<file path="config.mk">
export PLATFORM = sky130hd
export DESIGN_NAME = dcol_hit_encoder
export DESIGN_NICKNAME = d
export VERILOG_FILES = /design/src/rtl/dcp_pkg.sv /design/src/rtl/dcp_prio_tree.sv /design/src/rtl/dcp_clear_dec.sv /design/src/rtl/dcp_hit_store.sv /design/src/rtl/dcol_hit_encoder.sv
export SDC_FILE = /design/constraint.sdc
export NUM_CORES = 2
export LEC_CHECK = 0
export ABC_AREA = 1
export BUFFER_PORTS_ARGS = -buffer_cell sky130_fd_sc_hd__buf_2
export CAP_MARGIN = 20
export CORE_AREA = 3 3 400 402
export DETAILED_ROUTE_END_ITERATION = 8
export DIE_AREA = 0 0 403 405
export PLACE_DENSITY = 0.66
export SYNTH_ARGS = -nofsm -noshare
export SYNTH_HDL_FRONTEND = slang
export SYNTH_SLANG_ARGS = --single-unit
export TNS_END_PERCENT = 1
</file>
<file path="constraint.sdc">
create_clock -name clk -period 5.1 [get_ports clk]
set_clock_uncertainty 0.2 [all_clocks]
set_input_delay 0.765 -clock clk [delete_from_list [all_inputs] [get_ports clk]]
set_output_delay 0.765 -clock clk [all_outputs]
set_load 0.005 [all_outputs]
</file>
<file path="src/rtl/dcp_pkg.sv">
package dcp_pkg;
  typedef enum logic [0:0] {COL_LEFT = 1'b0, COL_RIGHT = 1'b1} dcp_col_e;

  // linear pixel index of a row/column pair
  function automatic int pix_index(input int row, input dcp_col_e col);
    return 2 * row + int'(col);
  endfunction
endpackage

</file>
<file path="src/rtl/dcp_prio_tree.sv">
module dcp_prio_tree #(
  parameter int N  = 1024,
  parameter int GW = 32
) (
  input  logic [N-1:0]         vec,
  output logic                 vld,
  output logic [$clog2(N)-1:0] idx
);
  localparam int NG  = N / GW;
  localparam int LW  = $clog2(GW);
  localparam int GSW = $clog2(NG);

  logic [NG-1:0] grp_v;
  logic [LW-1:0] grp_i [NG];

  genvar g;
  generate
    for (g = 0; g < NG; g++) begin : g_leaf
      logic [GW-1:0] slice;
      assign slice    = vec[g*GW +: GW];
      assign grp_v[g] = |slice;
      always_comb begin
        grp_i[g] = '0;
        for (int i = GW - 1; i >= 0; i--) begin
          if (slice[i]) grp_i[g] = LW'(i);
        end
      end
    end
  endgenerate

  logic [GSW-1:0] win_g;
  always_comb begin
    win_g = '0;
    for (int k = NG - 1; k >= 0; k--) begin
      if (grp_v[k]) win_g = GSW'(k);
    end
  end

  assign vld = |grp_v;
  assign idx = vld ? {win_g, grp_i[win_g]} : '0;
endmodule

</file>
<file path="src/rtl/dcp_clear_dec.sv">
module dcp_clear_dec #(
  parameter int N  = 1024,
  parameter int AW = 10
) (
  input  logic          fire,
  input  logic [AW-1:0] idx,
  output logic [N-1:0]  mask
);
  genvar b;
  generate
    for (b = 0; b < N; b++) begin : g_bit
      assign mask[b] = fire && (idx == AW'(b));
    end
  endgenerate
endmodule

</file>
<file path="src/rtl/dcp_hit_store.sv">
module dcp_hit_store
  import dcp_pkg::*;
#(
  parameter int ROWS = 512
) (
  input  logic              clk,
  input  logic              rst_n,
  input  logic              load,
  input  logic [ROWS-1:0]   hit_left,
  input  logic [ROWS-1:0]   hit_right,
  input  logic              fire,
  input  logic [2*ROWS-1:0] clr_mask,
  output logic [2*ROWS-1:0] hits,
  output logic              any
);
  localparam int N = 2 * ROWS;

  logic [N-1:0] frame;
  logic [N-1:0] hits_nxt;
  logic         take;
  logic         en;

  genvar r;
  generate
    for (r = 0; r < ROWS; r++) begin : g_row
      assign frame[pix_index(r, COL_LEFT)]  = hit_left[r];
      assign frame[pix_index(r, COL_RIGHT)] = hit_right[r];
    end
  endgenerate

  assign any  = |hits;
  assign take = load && !any;
  assign en   = take || fire;

  always_comb begin
    hits_nxt = hits;
    if (take)      hits_nxt = frame;
    else if (fire) hits_nxt = hits & ~clr_mask;
  end

  always_ff @(posedge clk or negedge rst_n) begin
    if (!rst_n)  hits <= '0;
    else if (en) hits <= hits_nxt;
  end


  one_removed_chk: assert property (@(posedge clk) disable iff (!rst_n)
    fire |=> $countones(hits) == $countones($past(hits)) - 1);


  busy_load_ignored_chk: assert property (@(posedge clk) disable iff (!rst_n)
    (any && load && !fire) |=> $stable(hits));


  idle_stays_empty_chk: assert property (@(posedge clk) disable iff (!rst_n)
    (!any && !load) |=> (hits == '0));
endmodule

</file>
<file path="src/rtl/dcol_hit_encoder.sv">
module dcol_hit_encoder #(
  parameter int ROWS = 512,
  parameter int GW   = 32,
  localparam int N   = 2 * ROWS,
  localparam int AW  = $clog2(N)
) (
  input  logic            clk,
  input  logic            rst_n,
  input  logic            load,
  input  logic [ROWS-1:0] hit_left,
  input  logic [ROWS-1:0] hit_right,
  input  logic            sel,
  output logic [AW-1:0]   addr,
  output logic            valid
);
  logic [N-1:0]  hits;
  logic [N-1:0]  clr_mask;
  logic          any;
  logic          fire;
  logic          tree_vld;
  logic [AW-1:0] tree_idx;

  assign fire = sel && any;

  dcp_hit_store #(.ROWS(ROWS)) u_store (
    .clk(clk), .rst_n(rst_n), .load(load),
    .hit_left(hit_left), .hit_right(hit_right),
    .fire(fire), .clr_mask(clr_mask), .hits(hits), .any(any)
  );

  dcp_prio_tree #(.N(N), .GW(GW)) u_tree (
    .vec(hits), .vld(tree_vld), .idx(tree_idx)
  );

  dcp_clear_dec #(.N(N), .AW(AW)) u_clr (
    .fire(fire), .idx(tree_idx), .mask(clr_mask)
  );

  assign addr  = tree_idx;
  assign valid = tree_vld;


  shown_is_pending_chk: assert property (@(posedge clk) disable iff (!rst_n)
    valid |-> hits[addr]);


  nothing_lower_chk: assert property (@(posedge clk) disable iff (!rst_n)
    valid |-> ((hits & ~({N{1'b1}} << addr)) == '0));


  empty_addr_zero_chk: assert property (@(posedge clk) disable iff (!rst_n)
    !valid |-> (addr == '0));


  hold_without_sel_chk: assert property (@(posedge clk) disable iff (!rst_n)
    (valid && !sel) |=> (valid && $stable(addr)));
endmodule

</file>
### Word-level counts from Yosys, hierarchy flattened

Cells that the tools add are included.
W data, S select, Z words.

| storage, ports and cells | value |
|---|---|
| output and inout port bits | 11 |
| register bits after elaboration | 1024 |
| input bits | 1028 |

| cells by class | value |
|---|---|
| order comparisons | 1 |
| reduce and logical (&&, ||, !) cells | 1064 |
| mux-type cells | 1062 |
| equality and inequality tests | 1023 |
| bitwise gates (word level) | 3 |

Operator list:

| kind | count |
|---|---|
| $mux W5 | 1058 |
| $eq A10 B10 Y1 const B | 512 |
| $eq A10 B9 Y1 const B | 256 |
| $mux W1024 | 2 |
| $eq A10 B8 Y1 const B | 128 |
| $logic_and A1 B1 Y1 | 1026 |
| $and A1024 B1024 Y1024 | 1 |
| $not A1024 Y1024 | 1 |
| $reduce_or A1024 Y1 | 1 |
| $reduce_or A32 Y1 | 32 |
| $eq A10 B7 Y1 const B | 64 |
| $eq A10 B6 Y1 const B | 32 |
| $eq A10 B5 Y1 const B | 16 |
| $eq A10 B4 Y1 const B | 8 |
| $eq A10 B3 Y1 const B | 4 |
| $bmux W5 S5 | 1 |
| $eq A10 B2 Y1 const B | 2 |
| $eq A10 B1 Y1 const B | 1 |
| $logic_not A10 Y1 | 1 |
| $mux W10 | 1 |
| $ge A6 B6 Y1 const B | 1 |
| $not A5 Y6 | 1 |
| $reduce_and A2 Y1 | 1 |
| $reduce_bool A2 Y1 | 1 |
| other kinds (2) | 2 |

### Depth between registers and ports, before layout

| logic depth | value |
|---|---|
| word-level depth | 44 |
| gate-level depth with buffers | 52 |
| gate-level depth less buffers | 51 |

### By module

Synthesis repeated with hierarchy kept, for this count alone.

| second synthesis, totals | value |
|---|---|
| cell total of the unflattened synthesis | 15711 |
| area total of the unflattened synthesis | 88062.0 um^2 |

By module, submodules not included:

| module | area an instance (um^2) | instances | seq. area each (um^2) | cells an instance |
|---|---|---|---|---|
| dcp_hit_store | 68593.3 | 1 | 25624.6 | 11035 |
| dcp_prio_tree | 13691.9 | 1 | 0.0 | 3188 |
| dcp_clear_dec | 5769.3 | 1 | 0.0 | 1486 |
| dcol_hit_encoder | 7.5 | 1 | 0.0 | 2 |

### Worst setup path before layout

No wires, ideal clock.

| timing path | value |
|---|---|
| path type | reg-to-reg |
| start | reg u_store.hits[969] |
| end | reg u_store.hits[792] |
| data arrival time | 3829 ps |
| clock period less this slack | 4146 ps |
| path slack | 954 ps |
| cell stages (with the launch flop) | 52 |
| cell sequence | dfrtp_1 > nor2_1 > nand2_1 > nor2_1 > nand2_1 > nor2_1 > nand2_1 > nand2_1 > nand2_1 > nand2_1 > nand2_1 > nand2_1 > nand2_1 > nand2_1 > nand2_1 > nand2_1 > nand2_1 > nand2_1 > (+16 left out) > nand2_1 > nand2_4 > nand2_4 > buf_6 > buf_6 > nand2_1 > nand3_1 > nand3_1 > nand3_1 > nand2_1 > nand2_1 > nand2_2 > nand2_2 > nor2_4 > buf_2 > nand3_1 > nand2_1 > nand2_1 |

| between the ends | value |
|---|---|
| cells in the longest elaborated chain, start to end | 43 |
| elaborated cells between the ends (all ways) | 60 |
| classes of those cells | 1 x eq/ne; 47 x mux; 3 x bitwise; 9 x reduce/logical |

RTL lines:

| element | line | source |
|---|---|---|
| from (decl) | dcp_hit_store.sv:13 | `output logic [2*ROWS-1:0] hits,` |
| from (signal assigned) | dcp_hit_store.sv:43 | `else if (en) hits <= hits_nxt;` |
| $reduce_or A32 Y1 | dcp_prio_tree.sv:21 | `assign grp_v[g] = \|slice;` |
| $mux W5 (31 in a row) | dcp_prio_tree.sv:35 | `if (grp_v[k]) win_g = GSW'(k);` |
| $not A5 Y6 (not written as such) | dcp_prio_tree.sv:40 | `assign idx = vld ? {win_g, grp_i[win_g]} : '0;` |
| $bmux W5 S5 | dcp_prio_tree.sv:40 |  |
| $mux W5 (not written as such) (2 in a row) | dcp_prio_tree.sv:40 |  |
| $mux W10 | dcp_prio_tree.sv:40 |  |
| $eq A10 B10 Y1 | dcp_clear_dec.sv:12 | `assign mask[b] = fire && (idx == AW'(b));` |
| $logic_and A1 B1 Y1 | dcp_clear_dec.sv:12 |  |
| $not A1024 Y1024 | dcp_hit_store.sv:38 | `else if (fire) hits_nxt = hits & ~clr_mask;` |
| $and A1024 B1024 Y1024 | dcp_hit_store.sv:38 |  |
| $mux W1024 | dcp_hit_store.sv:38 |  |
| $mux W1024 | dcp_hit_store.sv:37 | `if (take) hits_nxt = frame;` |

Several ways; a longest one is shown, not always the timed one. The select of a mux whose other input is x is not followed.
A chain may end at the register's enable or synchronous reset.

### Final worst setup path

| timing path | value |
|---|---|
| start | reg u_store.hits[830] |
| end | out addr[3] |

| between the ends | value |
|---|---|
| cells in the longest elaborated chain, start to end | 35 |
| elaborated cells between the ends (all ways) | 64 |
| classes of those cells | 61 x mux; 1 x bitwise; 2 x reduce/logical |

RTL lines:

| element | line | source |
|---|---|---|
| $mux W5 (31 in a row) | dcp_prio_tree.sv:25 | `if (slice[i]) grp_i[g] = LW'(i);` |
| $bmux W5 S5 | dcp_prio_tree.sv:40 |  |
| $mux W5 (not written as such) (2 in a row) | dcp_prio_tree.sv:40 |  |
| $mux W10 (*) | dcp_prio_tree.sv:40 |  |
| to (decl) | dcol_hit_encoder.sv:13 | `output logic [AW-1:0] addr,` |

Every way passes the cells marked *; elsewhere a longest branch is shown, timed or not. The select of a mux whose other input is x is not followed.

==> qor.csv <==
metric,value,unit
outcome,"complete, but fails checks",
failing checks,setup timing,
final setup vio count,1031,
die width,403,µm
Num CTS Buffers,116,
Clock Path Buffers,3,
simple-gate portion of the synthesized area,0.432,
H-tree depth,3,
clk sinks,1024,
Max-slew headroom,0.286,
"Avg Cell Area, Syn",6.65,µm²
Hold Crit Class,in -> reg,
final hold viol count,0,
adder-cell share of the synthesized area,0,
Crit. End Element,output pin,
Core Rows,145,
Die Y,405,µm
Largest Register,u_store.hits,
max reg flops,1024,
root buffer cell,clkbuf_16,
WL per Instance,23.0,µm
post-synthesis mux area share,0,
XOR/XNOR Fraction of Synth Area,0,
io pins,1039,
Worst setup SP type,flip-flop,
post-synth top area share,0.436,
RSZ-0062 raised after global routing,yes,
DR iter-0 viols,6991,
Crit path largest cell delay,390,ps
kind of critical path,reg -> out,
PortBufs,1038,
drt total wl,297000,µm
Critical Path Fanout Max,8,
Non-Filler Instances,12915,
sequential cell area fraction in the yosys report,0.436,
via count,68422,
worst slew pin tran,1070,ps
FMAX,0.171,GHz
total iterations of the first detailed-routing run,7,
CP bufs+invs,8,
"top cells by area, synth","dfrtp_1 (44%), nand2_1 (25%), nand3_1 (11%)",
largest net degree at the start of global routing,130,
Total GRT Usage,0.349,
Post-Syn Nets,9870,
core region area,156000,µm²
Crit path top cell by count,nand2_1,
Final min period,5860,ps
Seq cells post-synth,1024,
CTS tree,done,
drt drc,0,
placed cell count,12419,
CP top delay family,simple AND/OR/NAND/NOR gates,
final worst setup slack,-756,ps
Worst-Skew Late Latency,760,ps
Synth Cell Area,58800,µm²
top flop regs,u_store.hits: 1024 flops,
CP required,4140,ps
layout cells sized above 1,0.232,
Ys Warns,0,
largest family of logic cells by synthesized area,simple AND/OR/NAND/NOR gates,
compound-cell area share of the yosys netlist,0.0568,
Detail Route Antenna Nets,0,
max_cap viols,0,
vias in the first global route,66780,
critical path arrival,4890,ps
GR Overflow Total,0,
"area leader, netlist",dfrtp_1,
synthesized instance count,8842,
"Slew Viols, Final",0,
nets@finish,11767,
DR vias/cell,5.30,
Initial Utilization,0.376,
Synth cell types,34,
Placer Congestion,0.985,
initial antenna violation count,27,
crit path max-delay cell type,dfrtp_1,
die area,163000,µm²
Layout area overhead,39.3,%
clock-pin slew on the worst setup and hold paths,60,ps
period utilisation layout,1.15,
DPL Wire Length,219000,µm
first-pass GRT wire length,424000,µm
per-stage QoR:
stage | instance area (µm²) | setup slack, ps | TNS, ps | hold WS (ps) | utilization
global placement | 73600 | -871 | -750990 | 256 | 0.470
detailed placement | 73600 | -762 | -645940 | 260 | 0.470
finish | 81900 | -756 | -257170 | 39.1 | 0.524
floorplan | 58800 | 954 | 0 | 242 | -
CTS | 80600 | -841 | -204950 | 0.228 | 0.516
global route | 81900 | -1090 | -604400 | 12.2 | 0.524
layout make-up:
type                       instances  area [µm²]
inverter                         623        2360
sequential                      1024       25600
multi-input combinational       6745       29800
antenna                           17        42.5
timing repair buffer            2229       17400
clock inverter                    43         546
fill                           15194       74500
clock buffer                     176        3480
tap                             2058        2570
layer usage:
metal,GRT usage,up-vias,part of all wire
li1,-,31814,-
met1,0.440,32351,0.39
met2,0.547,3388,0.45
met3,0.0651,851,0.085
met4,0.236,18,0.077
met5,0,-,0.00040
worst register-to-register path, delay by kind of cell, from the launching register on:
| kind | cells | cell delay (ps) |
|---|---|---|
| simple gates | 43 | 3450 |
| buf+inv | 10 | 1420 |
| flops | 1 | 390 |
synthesized netlist by cell type, drive strengths merged:
| library cell | n |
|---|---|
| a211oi | 23 |
| a21boi | 7 |
| a21oi | 217 |
| a311oi | 26 |
| a31o | 1 |
| a31oi | 30 |
| buf | 269 |
| clkbuf | 181 |
| dfrtp | 1024 |
| inv | 623 |
| nand2 | 3901 |
| nand3 | 1305 |
| nand4 | 8 |
| nor2 | 842 |
| nor3 | 77 |
| nor4 | 51 |
| o21a | 1 |
| o21ai | 133 |
| o21ba | 2 |
| o21bai | 89 |
| o311ai | 4 |
| o31ai | 28 |
logic make-up after synthesis:
family | Yosys count
AO/OA/AOI/OAI | 561
AND/OR/NAND/NOR | 6184
buffers and inverters | 1073
flip-flops | 1024
cell usage in the layout (no fill, tap or decap), types with 6 or more instances in the layout:
master         synthesis  routed
a31oi_1               30      30
inv_2                 13      17
buf_4                 58     757
buf_12                 0     178
dlygate4sd3_1          0     191
inv_1                610     601
a21boi_0               7       7
o31ai_1               28      28
buf_16                 0      10
buf_6                  2      42
nand4_1                8       8
nand3_2                1      81
clkinvlp_4             0       7
nand2_8                0       6
nand2_1             3882    3840
nand3_1             1304    1217
a211oi_1              23      23
a21oi_1              217     215
bufinv_16              0      11
clkinv_2               0      20
buf_8                  0       8
dfrtp_1             1024    1024
o21ai_0              128     127
diode_2                0      17
nor4_1                51      46
clkbuf_1             181      29
nand2_4                9      18
clkbuf_16              0     130
nand2_2               10      37
nor2_4                17      35
nor3_1                76      65
clkbuf_8               0      27
nor2_1               809     757
a311oi_1              26      26
o21bai_1              89      89
nand3_4                0       7
buf_2                142    1033
nor2_2                12      46
nor3_2                 1      11
timing repair:
item,4_1_cts,5_1_grt
gates resized for setup,158,192
hold endpoints to repair,238,0
pin swaps,20,65
endpoints found under the setup margin,1033,1033
gates cloned,8,10
hold buffers,191,0
buffers inserted,23,29
final timing paths:
path                                    from            endpoint  slack, ps  depth (start not counted)
max                        u_store.hits[830]             addr[3]       -760                         46
min                           hit_right[239]   u_store.hits[479]         40                          3
max reg2reg                u_store.hits[830]  u_store.hits[1002]       -450                         53
min reg2reg                u_store.hits[247]   u_store.hits[247]        270                          2
max in group asynchronous              rst_n   u_store.hits[480]       2720                          3
min in group asynchronous              rst_n   u_store.hits[663]        530                          2
Power is left out: the tool's default activity adds up to more than one toggle a clock period on the data nets, which glitch-free logic cannot reach.
